### config.mk
export PLATFORM = sky130hd
export DESIGN_NAME = alu32_ctl
export DESIGN_NICKNAME = d
export VERILOG_FILES = /design/src/rtl/alu32_pkg.sv /design/src/rtl/alu32_precond.sv /design/src/rtl/alu32_logic.sv /design/src/rtl/alu32_shifter.sv /design/src/rtl/alu32_cmp.sv /design/src/rtl/alu32_ctl.sv
export SDC_FILE = /design/constraint.sdc
export NUM_CORES = 1
export LEC_CHECK = 0
export ABC_AREA = 1
export BUFFER_PORTS_ARGS = -buffer_cell sky130_fd_sc_hd__clkbuf_2
export CAP_MARGIN = 20
export CORE_MARGIN = 2
export CORE_UTILIZATION = 62
export DETAILED_ROUTE_END_ITERATION = 8
export PLACE_DENSITY = 0.85
export SYNTH_ARGS = -nofsm -noshare
export SYNTH_HDL_FRONTEND = slang
export SYNTH_SLANG_ARGS = --single-unit
### constraint.sdc
create_clock -name clk_i -period 0.8 [get_ports clk_i]
set_input_delay 0.08 -clock clk_i [delete_from_list [all_inputs] [get_ports clk_i]]
set_output_delay 0.08 -clock clk_i [all_outputs]
set_load 0.02 [all_outputs]
### src/rtl/alu32_pkg.sv
package alu32_pkg;
  typedef enum logic [1:0] {
    OP2_PASS = 2'b00,
    OP2_INV  = 2'b01,
    OP2_HI   = 2'b10,
    OP2_ZERO = 2'b11
  } op2_sel_e;

  typedef enum logic [1:0] {
    LG_AND  = 2'b00,
    LG_OR   = 2'b01,
    LG_XOR  = 2'b10,
    LG_PASS = 2'b11
  } logic_sel_e;

  typedef enum logic [1:0] {
    SH_LL  = 2'b00,
    SH_LL2 = 2'b01,
    SH_RL  = 2'b10,
    SH_RA  = 2'b11
  } shift_sel_e;
endpackage

### src/rtl/alu32_precond.sv
module alu32_precond
  import alu32_pkg::*;
#(
  parameter int W = 32
) (
  input  logic [W-1:0] b_i,
  input  logic [1:0]   sel_i,
  output logic [W-1:0] b_o
);
  localparam int HALF = W / 2;

  always_comb begin
    unique case (op2_sel_e'(sel_i))
      OP2_PASS: b_o = b_i;
      OP2_INV:  b_o = ~b_i;
      OP2_HI:   b_o = {b_i[W-HALF-1:0], {HALF{1'b0}}};
      default:  b_o = '0;
    endcase
  end
endmodule

### src/rtl/alu32_logic.sv
module alu32_logic
  import alu32_pkg::*;
#(
  parameter int W = 32
) (
  input  logic [W-1:0] a_i,
  input  logic [W-1:0] b_i,
  input  logic [1:0]   sel_i,
  input  logic         inv_i,
  output logic [W-1:0] y_o
);
  logic [W-1:0] raw;

  always_comb begin
    unique case (logic_sel_e'(sel_i))
      LG_AND:  raw = a_i & b_i;
      LG_OR:   raw = a_i | b_i;
      LG_XOR:  raw = a_i ^ b_i;
      default: raw = b_i;
    endcase
  end

  assign y_o = inv_i ? ~raw : raw;
endmodule

### src/rtl/alu32_shifter.sv
module alu32_shifter #(
  parameter int W   = 32,
  parameter int SHW = $clog2(W)
) (
  input  logic [W-1:0]   d_i,
  input  logic [SHW-1:0] amt_i,
  input  logic [1:0]     sel_i,
  output logic [W-1:0]   y_o
);
  logic           go_right;
  logic           fill;
  logic [W-1:0]   stg [SHW+1];

  // sel_i[1] picks direction, sel_i[0] picks sign fill on right shifts
  assign go_right = sel_i[1];
  assign fill     = sel_i[1] & sel_i[0] & d_i[W-1];
  assign stg[0]   = d_i;

  for (genvar i = 0; i < SHW; i++) begin : g_stage
    localparam int D = 1 << i;
    logic [W-1:0] moved;
    assign moved = go_right ? {{D{fill}}, stg[i][W-1:D]}
                            : {stg[i][W-D-1:0], {D{1'b0}}};
    assign stg[i+1] = amt_i[i] ? moved : stg[i];
  end

  assign y_o = stg[SHW];
endmodule

### src/rtl/alu32_cmp.sv
module alu32_cmp #(
  parameter int W = 32
) (
  input  logic [W-1:0] a_i,
  input  logic [W-1:0] b_i,
  input  logic         uns_i,
  output logic         ltz_o,
  output logic         eq_o,
  output logic         lt_o
);
  logic lt_s, lt_u;

  assign lt_s  = $signed(a_i) < $signed(b_i);
  assign lt_u  = a_i < b_i;
  assign ltz_o = a_i[W-1];
  assign eq_o  = ~|(a_i ^ b_i);
  assign lt_o  = uns_i ? lt_u : lt_s;
endmodule

### src/rtl/alu32_ctl.sv
module alu32_ctl #(
  parameter int W       = 32,
  parameter int SHW     = $clog2(W),
  parameter bit REG_OUT = 1'b1
) (
  input  logic           clk_i,
  input  logic           rst_ni,
  input  logic [W-1:0]   a_i,
  input  logic [W-1:0]   b_i,
  input  logic [SHW-1:0] shamt_i,
  input  logic [1:0]     op2_sel_i,
  input  logic [1:0]     logic_sel_i,
  input  logic           logic_inv_i,
  input  logic [1:0]     shift_sel_i,
  input  logic           arith_en_i,
  input  logic           logic_en_i,
  input  logic           shift_en_i,
  input  logic           slt_en_i,
  input  logic           cmp_unsigned_i,
  input  logic           a_zero_i,
  output logic [W-1:0]   result_o,
  output logic           ltz_o,
  output logic           eq_o,
  output logic           lt_o
);
  logic [W-1:0] b_pre, op1, sum, lg_y, sh_y, res_d;
  logic         ltz_d, eq_d, lt_d;

  alu32_precond #(.W(W)) u_pre (
    .b_i(b_i), .sel_i(op2_sel_i), .b_o(b_pre)
  );

  // carry-in follows the invert choice -> two's-complement subtract
  assign op1 = a_zero_i ? '0 : a_i;
  assign sum = op1 + b_pre + {{(W-1){1'b0}}, op2_sel_i[0]};

  alu32_logic #(.W(W)) u_lg (
    .a_i(a_i), .b_i(b_i), .sel_i(logic_sel_i), .inv_i(logic_inv_i), .y_o(lg_y)
  );

  alu32_shifter #(.W(W), .SHW(SHW)) u_sh (
    .d_i(b_i), .amt_i(shamt_i), .sel_i(shift_sel_i), .y_o(sh_y)
  );

  alu32_cmp #(.W(W)) u_cmp (
    .a_i(a_i), .b_i(b_i), .uns_i(cmp_unsigned_i),
    .ltz_o(ltz_d), .eq_o(eq_d), .lt_o(lt_d)
  );

  always_comb begin
    if (slt_en_i)        res_d = {{(W-1){1'b0}}, lt_d};
    else if (arith_en_i) res_d = sum;
    else if (logic_en_i) res_d = lg_y;
    else if (shift_en_i) res_d = sh_y;
    else                 res_d = sum;
  end

  if (REG_OUT) begin : g_reg
    always_ff @(posedge clk_i or negedge rst_ni) begin
      if (!rst_ni) begin
        result_o <= '0;
        ltz_o    <= 1'b0;
        eq_o     <= 1'b0;
        lt_o     <= 1'b0;
      end else begin
        result_o <= res_d;
        ltz_o    <= ltz_d;
        eq_o     <= eq_d;
        lt_o     <= lt_d;
      end
    end
  end else begin : g_comb
    assign result_o = res_d;
    assign ltz_o    = ltz_d;
    assign eq_o     = eq_d;
    assign lt_o     = lt_d;
  end
endmodule

==> results.toml, run 1 <==
[outcome]
outcome = "stopped before the end"
last-stage-reached = "global routing"
tool.error = "[ERROR GRT-0116] Global routing finished with congestion. Check the congestion regions in the DRC Viewer."

[clock_tree]
clock-root-buffer = "sky130_fd_sc_hd__clkbuf_16"
cts_buffers = 5
cts.sink_count = 35
htree_levels = 2
clock_path_buffers = 2

[placed_design]
post-place-cells = 2332
port-buffer-count = 118
detailedPlace.worstSlack_ns = -1.94
dp_hpwl_um = 39600
gp_routability_congestion = 1.22

[grt]
first_global_vias = 20700
globalRoute.totalOverflow = 527
grt_util_all_layers = 0.920
grt_start_max_net_pins = 38
global_route_wire_length_before_repair_um = 122000

[yosys]
number_of_enable_type_register_cells_in_the_synthesized_netlist = 0
synth.yosys.warnings = 0
ys_dominant_reg_cell = "sky130_fd_sc_hd__dfrtp_1"
async_flop_share = 1.00
syn_avg_cell_area_um2 = 5.68
synthTopCellsByArea = "sky130_fd_sc_hd__nand2_1 20%, sky130_fd_sc_hd__ha_1 16%, sky130_fd_sc_hd__dfrtp_1 9.0%"
synth_top_cell_by_area = "sky130_fd_sc_hd__nand2_1"
synth_cell_types = 49
synth.top_cell.area_share = 0.199
yosysSeqAreaShare = 0.0896
synth_nets = 1933
synthCells = 1721
synth-seq-cells = 35
syn_area_um2 = 9770

[floorplanning]
floorplan.die.width_um = 130
placementRows = 45
start_util = 0.638
die_height_um = 130
floorplan.io_pins = 119
[routing by layer]
metal | track usage | overflow
met3 | 0.798 | 10
met2 | 1.09 | 352
met5 | 0.509 | 6
met1 | 0.865 | 17
met4 | 0.996 | 142
[cells by family after synthesis]
group | Yosys count | share of synthesized area
AND/OR/NAND/NOR | 879 | 0.385
AO/OA/AOI/OAI | 423 | 0.243
buffers and inverters | 238 | 0.102
adder cells (fa/ha/maj) | 128 | 0.165
flip-flops | 35 | 0.0896
XOR/XNOR | 18 | 0.0161
[what timing repair did]
item                                    in CTS
gates resized for setup                    183
cloned                                       1
hold endpoints to repair                    35
setup buffers                               29
hold buffers                                 1
endpoints found under the setup margin      69
pin swaps                                   75
[cells in the mapped netlist (all sizes together), types with 9 or more instances]
master,n
xor2,9
xnor2,9
nand4,29
nand3,173
ha,126
o22ai,13
inv,152
clkbuf,43
buf,39
o21ai,185
nand2,519
o211ai,36
dfrtp,35
o221ai,17
nor2,130
and2,9
a21oi,149
[stage by stage]
stage	TNS, ns	hold slack (ns)	cell area (µm²)	util
floorplan	-38.90	-0.216	9980	-
CTS	-43.69	0.0620	14400	0.939
global placement	-52.70	0.0514	13300	0.872
detailed placement	-57.23	0.0525	13300	0.872
==> run 2: changes to the inputs <==
Settings changed: CORE_UTILIZATION 62 to 40, PLACE_DENSITY 0.85 to unset, PLACE_DENSITY_LB_ADDON set to 0.15.
==> run 2 against run 1 <==
The flow now finishes, with violations (setup timing). Synthesized cell count unchanged. Synthesized area did not move.
==> results.toml, run 2 <==
[outcome]
outcome = "finished, violations left"
violations = "setup timing"

[yosys]
synth.top_cell.area_share = 0.199
number_of_enable_type_register_cells_in_the_synthesized_netlist = 0
async_flop_share = 1.00
ys_dominant_reg_cell = "sky130_fd_sc_hd__dfrtp_1"
post-synth-top-count-cell = "sky130_fd_sc_hd__nand2_1"
syn_avg_cell_area_um2 = 5.68
yosysSeqAreaShare = 0.0896
synth_common_cells = "517 x sky130_fd_sc_hd__nand2_1, 159 x sky130_fd_sc_hd__nand3_1, 150 x sky130_fd_sc_hd__o21ai_0"
synth_nets = 1933
synthCells = 1721
synth.yosys.warnings = 0
synth_top_cell_by_area = "sky130_fd_sc_hd__nand2_1"
synth-seq-cells = 35
syn_area_um2 = 9770
synthTopCellsByArea = "sky130_fd_sc_hd__nand2_1 20%, sky130_fd_sc_hd__ha_1 16%, sky130_fd_sc_hd__dfrtp_1 9.0%"
synth_cell_types = 49

[timing]
worst_slew_margin_rel = 0.530
grt_setup_unrepaired = "yes"
final_worst_path_cycle_share = 3.09
timing.hold.ws_ns = 0.112
setup_failing_eps_final = 69
final-hold-violation-count = 0
slew_worst_pin_ns = 0.697
fin_crit_ns = 2.47
maxClockFrequency_mhz = 404
layout_setup_ws_ns = -1.67
max_slew_violation_total_from_the_final_report = 0

[setup_path]
cp_num_buf_inv = 6
crit_slowest_cell = "sky130_fd_sc_hd__ha_1"
cp_top_family = "simple AND/OR/NAND/NOR gates"
critical_path.max_stage_delay_ns = 0.31
path_depth = 19
crit_path_end_kind = "flop"
cp_max_fo = 10
path_cells = "clkbuf_16, inv_12, nor2_4, buf_6, buf_8, nand2_1, o221ai_2, ha_1, nand2_2, inv_1, a21oi_1, inv_1, a211oi_2, nand3_1, nand2_2, nand2_1, nand2_1, nand2_1, a21oi_1"
worst-endpoint-required_ns = 1.01
worstSetupPathType = "input pin to flop"
critical_path_at_ns = 2.68
worst_path_most_repeated_cell = "sky130_fd_sc_hd__nand2_1"
worst_setup_path_start_kind = "input pin"

[min_path]
timing.hold.worst.class = "input pin to flop"
hold-path-cell-count = 2

[routing]
via_density_per_instance = 5.68
drc_errors = 0
drt-pass1-iter-count = 6
number_of_routed_nets_with_antenna_violations = 0
vias = 14800
drt_iter0_drc = 1758
drt_wl_total_um = 55700
wl_per_cell_um = 21.3

[floorplanning]
die_height_um = 160
floorplan.io_pins = 119
design.die.area_um2 = 25700
floorplan.die.width_um = 160
placementRows = 57
start_util = 0.404
core_um2 = 24200

[grt]
first_global_vias = 13700
gr-max-usage-layer = "met2"
met3_usage = 0.0705
grt_use_met2 = 0.633
grt_util_all_layers = 0.405
globalRoute.totalOverflow = 0
grtUsageMet1 = 0.545
grt_start_max_net_pins = 36
grt_antenna_before_repair = 1
global_route_wire_length_before_repair_um = 79500

[power]
p_sw_frac = 0.468
vdd_drop_max_mv = 1.21
power.sequential.fraction = 0.126
power_frac_comb = 0.744
power.leakage_uw = 0.00852
cellPowerDensity_nw_per_um2 = 974
report.power.total_uw = 16500
total_switching_power_uw = 7720
p_int_uw = 8770
p_clk_frac = 0.130

[finish]
final_layout_size_suffix_gt1_frac = 0.432
final_nets = 2499
n_antenna_cell = 0
mostFrequentLayoutCell = "sky130_fd_sc_hd__nand2_1"
largest_reg_flops = 32
flow.area_growth_from_synthesis_pct = 73.2
largest_register = "result_o"
layout_common_cells = "460 x sky130_fd_sc_hd__nand2_1, 459 x sky130_fd_sc_hd__buf_4, 130 x sky130_fd_sc_hd__nand3_1, 110 x sky130_fd_sc_hd__inv_1, 107 x sky130_fd_sc_hd__o21ai_0"

[clock_tree]
tritoncts_clock_tree = "yes"
clock_path_buffers = 2
cts_buffers = 5
clk_transition_reported_paths_ns = 0.06
cts.sink_count = 35
clock-root-buffer = "sky130_fd_sc_hd__clkbuf_16"
htree_levels = 2

[job]
max_cap_viol_count = 0

[placed_design]
port-buffer-count = 118
gp_routability_congestion = 1.04
dp_hpwl_um = 44200
## run 2: cell counts after synthesis
No cell type changed its count.
## run 2: layout make-up
| type | count | area, µm² |
|---|---|---|
| fillers | 2024 | 7250 |
| clock buffers | 6 | 129 |
| repair buffers | 641 | 5340 |
| inverters | 156 | 654 |
| multi-input cells | 1448 | 9500 |
| flip-flops and latches | 35 | 876 |
| well taps | 324 | 405 |
| clock inverters | 1 | 30.0 |
## run 2: worst paths after layout
path                              start           end  slack, ns
min                             a_i[31]         ltz_o       0.11
min in group asynchronous        rst_ni  result_o[19]       0.30
max                        op2_sel_i[0]  result_o[29]      -1.67
max in group asynchronous        rst_ni   result_o[0]       0.32
## run 2: per-layer routing
metal  part of all wire  vias up  routed length [µm]
met5                  0        -                   0
met4              0.052        0                2880
met1               0.42     6873               23200
li1                   -     6953                   -
met3              0.094      147                5230
met2               0.44      868               24500
## run 2: what timing repair did
item | 4_1_cts | 5_1_grt
gates cloned | 3 | 1
setup buffers | 42 | 21
pin swaps | 134 | 82
gates resized for setup | 315 | 235
endpoints found under the hold margin | 35 | 0
hold buffers | 1 | 0
setup endpoints to repair | 69 | 69
## run 2: kinds of logic (layout without fill, tap and decap cells)
family          after synthesis  count (layout)  synth area share
flops                        35              35            0.0896
compound gates              423             423             0.243
simple gates                879             879             0.385
fa+ha+maj                   128             128             0.165
buf+inv                     238             804             0.102
xor+xnor                     18              18            0.0161
## run 2: power by group through the flow
stage                     clock network, µW  registers, µW  logic [µW]
final                                  2140           2080       12300
after global routing                   2230           2090       13000
after CTS                              2120           2030       11000
after detailed placement                  0           2060        9660
after global placement                    0           2060        9610
after floorplan                           0           2300        4430
## run 2: stage by stage
| stage | util | setup WS [ns] | cell area, µm² | setup TNS (ns) | instances |
|---|---|---|---|---|---|
| final | 0.700 | -1.67 | 16900 | -47.21 | 2611 |
| after global placement | 0.590 | -1.98 | 14300 | -57.25 | 2545 |
| after detailed placement | 0.590 | -1.96 | 14300 | -58.39 | 2545 |
| after CTS | 0.664 | -1.42 | 16000 | -44.35 | 2593 |
| after floorplan | - | -1.51 | 9980 | -38.90 | 1721 |
| after global routing | 0.700 | -1.76 | 16900 | -50.06 | 2611 |
(Power assumes the default switching activity.)
==> run 3: changes to the inputs <==
Settings changed: ABC_AREA 1 to unset, PLACE_DENSITY set to 0.67, PLACE_DENSITY_LB_ADDON 0.15 to unset.
==> run 3 against run 2 <==
The flow still finishes with violations (setup timing). Worst hold slack better by 0.0061 ns. Sequential share of layout area is 0.35 points lower. Critical path type unchanged. Synthesized area is 8.0% higher. Highest routed layer unchanged.
==> results.toml, run 3 <==
[routing]
drt_iter0_drc = 1737
via_density_per_instance = 6.11
wl_per_cell_um = 23.9
drc_errors = 0
drt_wl_total_um = 56000
drt-pass1-iter-count = 5
vias = 14300
number_of_routed_nets_with_antenna_violations = 0

[power]
p_sw_frac = 0.442
power.leakage_uw = 0.00859
vdd_drop_max_mv = 1.88
power.sequential.fraction = 0.118
p_clk_frac = 0.126
total_switching_power_uw = 7940
cellPowerDensity_nw_per_um2 = 990
p_int_uw = 10000
power_frac_comb = 0.756

[yosys]
number_of_enable_type_register_cells_in_the_synthesized_netlist = 0
synth_compound_gate_area_share = 0.281
synthCells = 1417
syn_avg_cell_area_um2 = 7.45
yosys-mux-area-fraction = 0.163
synth.top_cell.area_share = 0.149
yosysSeqAreaShare = 0.0830
async_flop_share = 1.00
dominant_combinational_cell_family_by_area_after_synthesis = "compound AO/OA/AOI/OAI gates"
synth.yosys.warnings = 0
synthXorXnorAreaFrac = 0.0747
syn_area_um2 = 10600
synth-seq-cells = 35
synth_nets = 1629
synth_top_cell_by_area = "sky130_fd_sc_hd__ha_1"
synth_cell_types = 87
synth_common_cells = "156 x sky130_fd_sc_hd__nor2_1, 126 x sky130_fd_sc_hd__ha_1, 126 x sky130_fd_sc_hd__inv_1"
synthTopCellsByArea = "sky130_fd_sc_hd__ha_1 15%, sky130_fd_sc_hd__mux4_2 8.3%, sky130_fd_sc_hd__dfrtp_1 8.3%"
synth_simple_gate_area_frac = 0.143
yosys.area_share.adder = 0.153
post-synth-top-count-cell = "sky130_fd_sc_hd__nor2_1"
ys_dominant_reg_cell = "sky130_fd_sc_hd__dfrtp_1"

[setup_path]
worst_setup_path_start_kind = "input pin"
critical_path.max_stage_delay_ns = 0.37
cp-startpoint = "op2_sel_i[0]"
crit_slowest_cell = "sky130_fd_sc_hd__ha_1"
cp_max_fo = 4
path_cells = "clkbuf_16, buf_12, buf_12, xnor2_1, nor2_1, ha_1, o21ai_1, a21oi_2, and4_1, a22oi_2, buf_4, a21oi_2, a311oi_2, xor2_1, nor3_1, a31o_1"
crit_path_end_kind = "flop"
cp_num_buf_inv = 4
critical_path_at_ns = 3.04
worstSetupPathType = "input pin to flop"
cp_top_family = "compound AO/OA/AOI/OAI gates"
worst-endpoint-required_ns = 0.97

[outcome]
violations = "setup timing"
outcome = "finished, violations left"

[grt]
grt_util_all_layers = 0.377
grt_antenna_before_repair = 1
first_global_vias = 13800
global_route_wire_length_before_repair_um = 81300
globalRoute.totalOverflow = 0
grt_start_max_net_pins = 36

[clock_tree]
clk_transition_reported_paths_ns = 0.06
htree_levels = 2
clock_path_buffers = 2
cts_buffers = 5
cts.sink_count = 35
tritoncts_clock_tree = "yes"
clock-root-buffer = "sky130_fd_sc_hd__clkbuf_16"

[min_path]
timing.hold.worst.start = "a_i[31]"
timing.hold.worst.class = "input pin to flop"

[timing]
layout_setup_ws_ns = -2.07
final_worst_path_cycle_share = 3.58
setup_failing_eps_final = 69
worst_slew_margin_rel = 0.558
slew_worst_pin_ns = 0.656
fin_crit_ns = 2.87
maxClockFrequency_mhz = 349
grt_setup_unrepaired = "yes"
timing.hold.ws_ns = 0.118
final-hold-violation-count = 0
max_slew_violation_total_from_the_final_report = 0

[finish]
largest_reg_flops = 32
layout_common_cells = "517 x sky130_fd_sc_hd__buf_4, 145 x sky130_fd_sc_hd__nor2_1, 99 x sky130_fd_sc_hd__nand2_1, 97 x sky130_fd_sc_hd__ha_1, 94 x sky130_fd_sc_hd__inv_1"
stdcell_area_um2 = 18100
largest_register = "result_o"
final_nets = 2217
flow.area_growth_from_synthesis_pct = 71.9
final_layout_size_suffix_gt1_frac = 0.506
final_cell_count_no_fill = 2342
mostFrequentLayoutCell = "sky130_fd_sc_hd__buf_4"
final.fill_count = 1959

[floorplanning]
floorplan.io_pins = 119
die_height_um = 166
core_um2 = 26000
placementRows = 59
floorplan.die.width_um = 166
design.die.area_um2 = 27700
start_util = 0.406

[placed_design]
post_dp_cell_area_um2 = 15400
gp_routability_congestion = 1.08
post-place-cells = 2269
dp_hpwl_um = 42900
port-buffer-count = 118

[job]
max_cap_viol_count = 0
-- run 3: power groups by stage --
stage,combinational (µW),clock (µW),sequential [µW]
after floorplan,5460,0,2370
after global placement,10700,0,2090
after detailed placement,10900,0,2100
after CTS,12200,2240,2070
after global routing,14200,2360,2130
final,13600,2270,2110
-- run 3: path summary, 6_finish.rpt --
path,end,slack (ns),cells after the start
max,result_o[22],-2.07,16
max in group asynchronous,result_o[28],0.32,3
min,ltz_o,0.12,2
min in group asynchronous,result_o[20],0.29,3
-- run 3: kinds of logic after synthesis --
| group | Yosys count |
|---|---|
| compound gates | 440 |
| xor+xnor | 90 |
| fa+ha+maj | 128 |
| buf+inv | 253 |
| flops | 35 |
| mux | 119 |
| simple gates | 352 |
-- run 3: metrics by stage --
stage                     total power (µW)  worst slack [ns]  utilization  setup TNS [ns]
after CTS                            16500             -1.96        0.662          -55.26
after floorplan                       7830             -2.20            -          -53.34
after global placement               12800             -2.36        0.594          -66.53
after global routing                 18700             -2.13        0.698          -62.86
final                                18000             -2.07        0.698          -60.73
after detailed placement             13000             -2.39        0.594          -68.22
-- run 3: timing repair --
action	CTS	global route
endpoints found under the hold margin	35	0
cloned	4	0
gates resized for setup	249	216
hold buffers	1	0
setup endpoints to repair	69	69
setup buffers	42	26
pin swaps	117	75
-- run 3: cell type report --
cell class / instances / area, µm² / area share
antenna: 1 / 2.50 / 0.000138
clock buffer: 5 / 125 / 0.00690
clock inverter: 3 / 43.8 / 0.00241
inverter: 128 / 524 / 0.0289
multi-input combinational: 1129 / 10100 / 0.555
sequential: 35 / 876 / 0.0483
tap: 335 / 419 / 0.0231
timing repair buffer: 706 / 6070 / 0.335
-- run 3: per-layer routing --
| metal | global-route usage | wire (µm) |
|---|---|---|
| met1 | 0.494 | 21900 |
| met2 | 0.587 | 24100 |
| met3 | 0.0677 | 5530 |
| met4 | 0.210 | 4500 |
| met5 | 0 | 0 |
